[src/rtl/shf_pkg.sv]
package shf_pkg;

  typedef enum logic [2:0] {
    OP_LSL = 3'd0,
    OP_LSR = 3'd1,
    OP_ASL = 3'd2,
    OP_ASR = 3'd3,
    OP_ROL = 3'd4,
    OP_ROR = 3'd5,
    OP_RCL = 3'd6,
    OP_RCR = 3'd7
  } shf_op_e;

  // Even codes move bits towards the MSB.
  function automatic logic op_is_left(shf_op_e op);
    logic [2:0] code;
    code = op;
    return ~code[0];
  endfunction

  // Fill bit at the vacated MSB side for right moves that are not rotates.
  function automatic logic right_fill(shf_op_e op, logic sign);
    return (op == OP_ASR) ? sign : 1'b0;
  endfunction

endpackage

[src/rtl/shf_stage.sv]
module shf_stage #(
  parameter int W    = 16,
  parameter int STEP = 1
) (
  input  logic            en,
  input  shf_pkg::shf_op_e op,
  input  logic [W:0]      din,   // {carry, data}
  output logic [W:0]      dout
);
  import shf_pkg::*;

  localparam int IW = $clog2(W + 1);

  always_comb begin
    dout = din;
    if (en) begin
      if (op_is_left(op)) begin
        dout[W] = din[IW'(W - STEP)];
        for (int i = 0; i < W; i++) begin
          if (i >= STEP) begin
            dout[i] = din[IW'(i - STEP)];
          end else begin
            case (op)
              OP_ROL:  dout[i] = din[IW'(i - STEP + W)];
              OP_RCL:  dout[i] = din[IW'(i - STEP + W + 1)];
              default: dout[i] = 1'b0;
            endcase
          end
        end
      end else begin
        dout[W] = din[IW'(STEP - 1)];
        for (int i = 0; i < W; i++) begin
          if (i + STEP < W) begin
            dout[i] = din[IW'(i + STEP)];
          end else begin
            case (op)
              OP_ROR:  dout[i] = din[IW'(i + STEP - W)];
              OP_RCR:  dout[i] = din[IW'((i + STEP) % (W + 1))];
              default: dout[i] = right_fill(op, din[W-1]);
            endcase
          end
        end
      end
    end
  end

endmodule

[src/rtl/shf_flags.sv]
module shf_flags #(
  parameter int W = 16
) (
  input  logic [W-1:0] res,
  output logic         is_zero,
  output logic         is_neg
);
  assign is_zero = ~|res;
  assign is_neg  = res[W-1];
endmodule

[src/rtl/shf_barrel16.sv]
module shf_barrel16 #(
  parameter int DATA_W = 16
) (
  input  logic              clk,
  input  logic              rst_n,
  input  logic              in_valid,
  input  logic [2:0]        op_code,
  input  logic [DATA_W-1:0] operand,
  input  logic [DATA_W-1:0] shift_count,
  input  logic              carry_in,
  output logic              out_valid,
  output logic [DATA_W-1:0] result,
  output logic              carry_out,
  output logic              zero_flag,
  output logic              neg_flag
);
  import shf_pkg::*;

  localparam int CNT_BITS = $clog2(DATA_W);

  shf_op_e               op_e;
  logic [CNT_BITS-1:0]   amt;
  logic                  amt_zero;
  logic [DATA_W:0]       chain [0:CNT_BITS];
  logic [DATA_W-1:0]     core_res;
  logic                  core_cout;
  logic                  core_zero;
  logic                  core_neg;

  assign op_e     = shf_op_e'(op_code);
  assign amt      = shift_count[CNT_BITS-1:0];
  assign amt_zero = (amt == '0);
  assign chain[0] = {carry_in, operand};

  for (genvar k = 0; k < CNT_BITS; k++) begin : g_stage
    shf_stage #(.W(DATA_W), .STEP(1 << k)) u_stage (
      .en  (amt[k]),
      .op  (op_e),
      .din (chain[k]),
      .dout(chain[k+1])
    );
  end

  assign core_res  = chain[CNT_BITS][DATA_W-1:0];
  assign core_cout = chain[CNT_BITS][DATA_W];

  shf_flags #(.W(DATA_W)) u_flags (
    .res    (core_res),
    .is_zero(core_zero),
    .is_neg (core_neg)
  );

  always_ff @(posedge clk or negedge rst_n) begin
    if (!rst_n) begin
      out_valid <= 1'b0;
      result    <= '0;
      carry_out <= 1'b0;
      zero_flag <= 1'b0;
      neg_flag  <= 1'b0;
    end else begin
      out_valid <= in_valid;
      if (in_valid) begin
        result    <= core_res;
        carry_out <= core_cout;
        zero_flag <= core_zero;
        neg_flag  <= core_neg;
      end
    end
  end

endmodule

[config.mk]
export PLATFORM = sky130hd
export DESIGN_NAME = shf_barrel16
export DESIGN_NICKNAME = d
export VERILOG_FILES = /design/src/rtl/shf_pkg.sv /design/src/rtl/shf_stage.sv /design/src/rtl/shf_flags.sv /design/src/rtl/shf_barrel16.sv
export SDC_FILE = /design/constraint.sdc
export NUM_CORES = 1
export LEC_CHECK = 0
export BUFFER_PORTS_ARGS = -buffer_cell sky130_fd_sc_hd__buf_4
export CORE_UTILIZATION = 25
export DETAILED_ROUTE_END_ITERATION = 10
export PLACE_DENSITY = 0.51
export SYNTH_ARGS = -nofsm -noshare
export SYNTH_HDL_FRONTEND = slang
export SYNTH_SLANG_ARGS = --single-unit
[constraint.sdc]
create_clock -name clk -period 1.04 [get_ports clk]
set_input_delay 0.104 -clock clk [delete_from_list [all_inputs] [get_ports clk]]
set_output_delay 0.104 -clock clk [all_outputs]
set_load 0.1 [all_outputs]
==> results of run 1 <==
## through the flow
step	setup WS, ps	cells
after global placement	-1660	717
after global routing	-1120	747
after detailed placement	-1680	717
after floorplan	-998	430
final	-1030	747
after CTS	-990	734
## report_power, final
group          switching, mW  leakage (nW)  internal, mW
logic                   2.28          2.11          1.56
clock network          0.238        0.0382         0.520
registers             0.0712         0.224         0.850
total                   2.59          2.37          2.93
## layer usage
layer | vias to the layer above | part of all wire [%]
li1 | 1956 | -
met1 | 2055 | 44
met2 | 172 | 47
met3 | 38 | 6.3
met4 | 0 | 3.1
met5 | - | 0
## final cells by class
type,instances,area [µm²]
clock buffers,4,78.8
fillers,1111,6220
inverters,12,56.3
multi-input cells,356,3060
flip-flops and latches,19,479
well taps,147,184
repair buffers,209,1880
## layout by cell type, fill, tap and decap left out, types with 4 or more instances in the layout
cell and count:
buf_4 171, nor2_1 44, nand2_1 36, mux2i_1 23
buf_6 21, a21oi_1 20, dfrtp_1 18, nor3_1 17
a211oi_2 14, a21oi_2 14, mux2i_2 11, o211ai_1 9
nor2_2 8, inv_1 8, o21ai_0 8, nand3_1 7
o21ai_1 7, buf_12 7, nand2b_1 6, a211oi_4 6
a211oi_1 6, mux2_2 6, a31oi_1 6, o21ai_2 6
mux2_4 5, buf_16 5, nor2b_1 4, a31oi_4 4
nand4b_1 4, clkbuf_16 4
## state kept, by name (all words and copies together), names as in the netlist
signal	flops
zero_flag	1
result	16
out_valid	1
carry_out	1
## worst max-delay path, stage by stage
cell and delay, ps:
buf_16 120, buf_6 130, buf_4 130, mux2i_1 160, a21oi_1 110, a21oi_2 310, buf_4 180, a21oi_1 70
o32ai_2 150, a21oi_1 120, nor4b_2 270, nand4b_1 150, o41ai_2 200
## cells by family after synthesis
group	synth area share (%)
simple gates	24.2
compound gates	34.2
buf+inv	8.93
mux	17.0
flops	15.6
## timing repair
| item | 4_1_cts | 5_1_grt |
|---|---|---|
| endpoints found under the setup margin | 20 | 20 |
| hold endpoints to repair | 19 | 0 |
| buffers inserted | 13 | 12 |
| resized for setup | 97 | 83 |
| gates cloned | 3 | 1 |
| hold buffers | 1 | 0 |
| pin swaps | 32 | 33 |
## how the worst min path moves through the flow
stage / cells past startpoint / startpoint / slack, ps / to
final: 2 / rst_n / 270 / result[4]$_DFFE_PN0P_
after global routing: 2 / in_valid / 270 / out_valid$_DFF_PN0_
after CTS: 2 / in_valid / 250 / out_valid$_DFF_PN0_
after detailed placement: 1 / rst_n / -10 / result[3]$_DFFE_PN0P_
after global placement: 1 / rst_n / -10 / result[4]$_DFFE_PN0P_
after floorplan: 0 / rst_n / -190 / carry_out$_DFFE_PN0P_
==> out/metrics.yaml, run 1 <==
synth_top_area_share_pct: 15.6
ctsHtreeMaxLevel: 1
finalCriticalPeriod_ps: 2070
ant_nets: 0
drive_gt1_share_pct: 57.3
clock_sinks: 19
async_flop_share_pct: 100
cts_tree: "done"
vias: 4221
p_leak_nw: 2.37
drc: 2
grt_pass1_vias: 4164
crit_start: "op_code[0]"
gr-total-overflow: 0
fin_crit_sh_pct: 199
finalSetupViolations: 18
synth.yosys.seq_area_share_pct: 15.6
final_hold_viol_count: 0
post_dp_cell_area_mm2: 0.00453
status: "complete, but fails checks"
synth.avg_cell_area_um2: 7.10
synthFlopType: "dfrtp_1"
finalNetCount: 640
final.setup.worst_slack_ps: -1030
synth_cell_type_count: 64
reg2reg_depth: 2
rr_endpoint: "result[13]$_DFFE_PN0P_"
synthTopCellsByArea: "dfrtp_1 (16%), mux2i_1 (12%), nor2_1 (6.6%)"
post-synth-top-count-cell: "nor2_1"
synth-warning-count: 0
grt_usage_pct: 22.1
antennaDiodeCount: 0
num_io_pins: 59
netlist_area_mm2: 0.00305
synth_commonest_cells: "nor2_1 (54), nand2_1 (41), mux2i_1 (37)"
drt-vias-per-instance: 5.65
slew_headroom_pct: 50.0
start_util_pct: 25.5
use_met3_pct: 3.24
drt-total-wl_mm: 14.6
skew_ps: 0
grtUsageMet1_pct: 29.9
cp-start-kind: "input port"
area_growth_pct: 87.8
die_w_um: 113
r2r_slack_ps: 200
die_h_um: 113
clock.fmax_mhz: 483
reg2reg_from: "result[13]$_DFFE_PN0P_"
cp.arrival_ps: 2220
grt_antenna_before_repair: 0
routabilityCongestion: 0.924
yosysTopAreaCell: "dfrtp_1"
critPathRequiredTime_ps: 1190
final_core_util_pct: 48.0
cts.clk_slew.worst_paths_ps: 50
power_density_mw_per_mm2: 963
busiest_layer: "met2"
cts_made_buffers: 3
core_area_mm2: 0.0120
fp-row-count: 40
ys_ff_latch: 19
power.total_mw: 5.52
crit_type: "in2reg"
post_drt_wl_per_cell_um: 19.5
hold_slack_ps: 267
grt_use_met2_pct: 36.1
violations: "design-rule violations, negative setup slack"
crit_path_max_fanout: 7
syn_nets: 469
endpoint: "zero_flag$_DFFE_PN0P_"
worst_pin_slew_ps: 741
first_iter_violations: 394
dieArea_mm2: 0.0127
setup_tns_ps: -14120
synth_cells: 430
rsz0062_at_grt: "yes"
design_area_mm2: 0.00574
peakVddDrop_uv: 743
cts_buffer_depth: 2
firstDrtPassIters: 8
clock_latency_ps: 240
maxCapViolations: 0
grt_max_degree: 23
cts_root_buffer: "clkbuf_16"
end_kind: "register"
numPortBuffers: 46
hold_path.class: "in2async"
synth-edff-count: 0
grt_pass1_wl_mm: 22.2
final_max_slew_viol_count: 0
hpwlAfterDp_mm: 10.4
Power figures use the tool's default switching activity.
==> run 2: changes to the inputs <==
--- a/config.mk
+++ b/config.mk
@@ -6,9 +6,9 @@
 export NUM_CORES = 1
 export LEC_CHECK = 0
 export BUFFER_PORTS_ARGS = -buffer_cell sky130_fd_sc_hd__buf_4
-export CORE_UTILIZATION = 25
+export CORE_UTILIZATION = 50
 export DETAILED_ROUTE_END_ITERATION = 10
-export PLACE_DENSITY = 0.51
+export PLACE_DENSITY = 0.82
 export SYNTH_ARGS = -nofsm -noshare
 export SYNTH_HDL_FRONTEND = slang
 export SYNTH_SLANG_ARGS = --single-unit
==> run 2 against run 1 <==
Effect of this change: the run now fails in 5_1_grt; synthesized cell count unchanged; synthesized area stayed put.
==> out/metrics.yaml, run 2 <==
synthFlopType: "dfrtp_1"  # unchanged
netlist_area_mm2: 0.00305  # unchanged
synth-warning-count: 0  # unchanged
synth.yosys.seq_area_share_pct: 15.6  # unchanged
cts_made_buffers: 3  # unchanged
clock_sinks: 19  # unchanged
die_h_um: 80.2  # was 113 µm
placed_cells: 648  # was 717
cts_root_buffer: "clkbuf_8"  # was clkbuf_16
synth_cell_type_count: 64  # unchanged
status: "did not finish"  # was complete, but fails checks
synth-edff-count: 0  # unchanged
synth_cells: 430  # unchanged
grt_max_degree: 23
cts_buffer_depth: 2  # unchanged
num_io_pins: 59  # unchanged
crit_endpoint: "zero_flag$_DFFE_PN0P_/D"
synth_top_area_share_pct: 15.6  # unchanged
ys_ff_latch: 19  # unchanged
routabilityCongestion: 1.05  # was 0.924
async_flop_share_pct: 100  # unchanged
die_w_um: 80.2  # was 113 µm
start_util_pct: 51.6  # was 25.5%
hpwlAfterDp_mm: 10.5  # was 10.4 mm
endpoint_type: "sequential cell input"
synthTopCellsByArea: "dfrtp_1 (16%), mux2i_1 (12%), nor2_1 (6.6%)"  # unchanged
yosysTopAreaCell: "dfrtp_1"  # unchanged
post-synth-top-count-cell: "nor2_1"  # unchanged
numPortBuffers: 46  # unchanged
error: "[ERROR DPL-0038] Utilization greater than 100%, impossible to legalize"
fp-row-count: 28  # was 40
lastStage: "5_1_grt"
synth_commonest_cells: "nor2_1 (54), nand2_1 (41), mux2i_1 (37)"  # unchanged
ctsHtreeMaxLevel: 1  # unchanged
syn_nets: 469  # unchanged
synth.avg_cell_area_um2: 7.10  # unchanged
-- run 2: cell counts after synthesis --
No cell type changed its count.
-- run 2: what timing repair did --
item | CTS
hold endpoints to repair | 19
gates cloned | 3
buffers inserted | 16
hold buffers | 1
setup endpoints to repair | 20
pin swaps | 33
gates resized for setup | 127
-- run 2: through the flow --
step	util (%)	worst slack (ps)	cell area (µm²)
3_3_place_gp	75.4	-1570	4460
3_5_place_dp	75.4	-1590	4460
4_1_cts	88.9	-974	5270
2_1_floorplan	-	-998	3230
-- run 2: kinds of logic after synthesis --
family,synth area share [%]
buffers and inverters,8.93
AO/OA/AOI/OAI,34.2
flip-flops,15.6
AND/OR/NAND/NOR,24.2
multiplexers,17.0
==> run 3: changes to the inputs <==
--- a/config.mk
+++ b/config.mk
@@ -6,9 +6,9 @@
 export NUM_CORES = 1
 export LEC_CHECK = 0
 export BUFFER_PORTS_ARGS = -buffer_cell sky130_fd_sc_hd__buf_4
-export CORE_UTILIZATION = 50
+export CORE_UTILIZATION = 35
 export DETAILED_ROUTE_END_ITERATION = 10
-export PLACE_DENSITY = 0.82
+export PLACE_DENSITY_LB_ADDON = 0.15
 export SYNTH_ARGS = -nofsm -noshare
 export SYNTH_HDL_FRONTEND = slang
 export SYNTH_SLANG_ARGS = --single-unit
==> run 3 against run 2 <==
Effect of this change: the flow now finishes, with violations (negative setup slack).
==> out/metrics.yaml, run 3 (synthesis gave the netlist of run 1 again) <==
fillCellCount: 687
grt_pass1_wl_mm: 22.3
grt_max_degree: 23
grt_antenna_before_repair: 0
die_w_um: 95.4  # was 80.2 µm
cp-start-kind: "input port"
first_iter_violations: 385
rr_endpoint: "result[13]$_DFFE_PN0P_"
power_density_mw_per_mm2: 943
setup_tns_ps: -13190
vias: 4367
crit_type: "in2reg"
ctsHtreeMaxLevel: 1  # unchanged
drt-vias-per-instance: 6.19
antennaDiodeCount: 0
grt_usage_pct: 32.5
ant_nets: 0
clock_sinks: 19  # unchanged
rsz0062_at_grt: "yes"
regMostFlops: "result"
skew_ps: 0
final_hold_viol_count: 0
worstHoldStart: "in_valid"
slew_headroom_pct: 49.8
drt-total-wl_mm: 15.1
hold-path-endpoint: "out_valid$_DFF_PN0_"
finalNetCount: 640
area_growth_pct: 81.5
cts.clk_slew.worst_paths_ps: 70
die_h_um: 95.4  # was 80.2 µm
grt_pass1_vias: 4119
clock.fmax_mhz: 479
hold_path.class: "in2reg"
peakVddDrop_uv: 735
clock_latency_ps: 250
maxCapViolations: 0
multiInputGateArea_mm2: 0.00298
seq_area_um2: 479
gr-total-overflow: 0
hold_slack_ps: 242
dp_worst_setup_slack_ps: -1640  # was -1590 ps
critPathRequiredTime_ps: 1190
status: "complete, but fails checks"  # was did not finish
path_common_cell: "a211oi_2"
drc: 0
drive_gt1_share_pct: 56.2
final_common_cell: "buf_4"
critical-path-top-delay-family: "compound AO/OA/AOI/OAI gates"
final.setup.worst_slack_ps: -1050
violations: "negative setup slack"
crit_path_max_fanout: 6
start_util_pct: 36.6  # was 51.6%
cts_buffer_depth: 2  # unchanged
post_dp_cell_area_mm2: 0.00448  # was 0.00446 mm²
end_kind: "register"
crit_chain: "buf_12, buf_8, mux2i_1, a211oi_2, a211oi_2, a211oi_2, a221o_1, a31o_1, nor4b_2, nand4b_1, o41ai_2"
design_area_mm2: 0.00554
reg2reg_depth: 2
routabilityCongestion: 0.970  # was 1.05
largest_reg_flops: 16
final_max_slew_viol_count: 0
cp.arrival_ps: 2240
firstDrtPassIters: 5
hpwlAfterDp_mm: 10.7  # was 10.5 mm
fin_crit_sh_pct: 201
p_leak_nw: 2.33
core_area_mm2: 0.00834
worst-path-buf-inv: 2
cpMaxStageDelayCell: "a221o_1"
numPortBuffers: 46  # unchanged
r2r_slack_ps: 210
dieArea_mm2: 0.00910
cts_tree: "done"
finalSetupViolations: 20
post_drt_wl_per_cell_um: 21.4
worst_pin_slew_ps: 745
layout_common_cells: "buf_4 (173), nor2_1 (46), nand2_1 (34), a21oi_1 (26), mux2i_1 (20)"
finalCriticalPeriod_ps: 2090
reg2reg_from: "result[13]$_DFFE_PN0P_"
fp-row-count: 33  # was 28
hold_depth: 2
cts_made_buffers: 3  # unchanged
max_stage_delay_ps: 300
cts_root_buffer: "clkbuf_8"  # unchanged
num_io_pins: 59  # unchanged
==> run 3: worst max-delay path by stage <==
stage,start,endpoint,slack [ps],depth (start not counted)
2_1_floorplan,op_code[0],zero_flag$_DFFE_PN0P_,-1000,12
3_3_place_gp,shift_count[0],zero_flag$_DFFE_PN0P_,-1690,11
3_5_place_dp,shift_count[0],zero_flag$_DFFE_PN0P_,-1640,9
4_1_cts,op_code[0],zero_flag$_DFFE_PN0P_,-1010,11
5_1_grt,op_code[0],zero_flag$_DFFE_PN0P_,-1170,12
6_report,op_code[0],zero_flag$_DFFE_PN0P_,-1050,11
==> run 3: power by group <==
| group | switching [mW] | internal [mW] | total, mW |
|---|---|---|---|
| registers | 0.0676 | 0.847 | 0.915 |
| clock network | 0.240 | 0.272 | 0.513 |
| logic | 2.27 | 1.53 | 3.80 |
| total | 2.57 | 2.65 | 5.23 |
==> run 3: through the flow <==
step	utilization (%)	total power, mW	cells
after global routing	66.5	5.44	705
after CTS	61.5	4.89	700
final	66.5	5.23	705
after detailed placement	53.7	4.00	678
after global placement	53.7	4.00	678
after floorplan	-	2.88	430
==> run 3: per-layer routing <==
layer,wire [µm],vias up,share of wire (%),GRT usage (%)
met5,0,-,0,0
met4,432,0,2.9,8.08
met3,1590,43,11,7.50
met2,6900,277,46,52.0
met1,6200,2093,41,44.0
li1,-,1954,-,-
==> run 3: timing repair <==
item                                   in CTS  in global routing
buffers inserted                           15                  5
pin swaps                                  26                 26
hold buffers                                1                  0
endpoints found under the hold margin      19                  0
setup endpoints to repair                  20                 25
resized for setup                         104                 69
cloned                                      3                  1
==> run 3: final cells by class <==
| type | count | area share [%] |
|---|---|---|
| Tap cell | 105 | 2.37 |
| Clock buffer | 4 | 0.813 |
| Timing Repair Buffer | 209 | 33.5 |
| Sequential cell | 19 | 8.65 |
| Inverter | 12 | 0.813 |
| Multi-Input combinational cell | 356 | 53.8 |
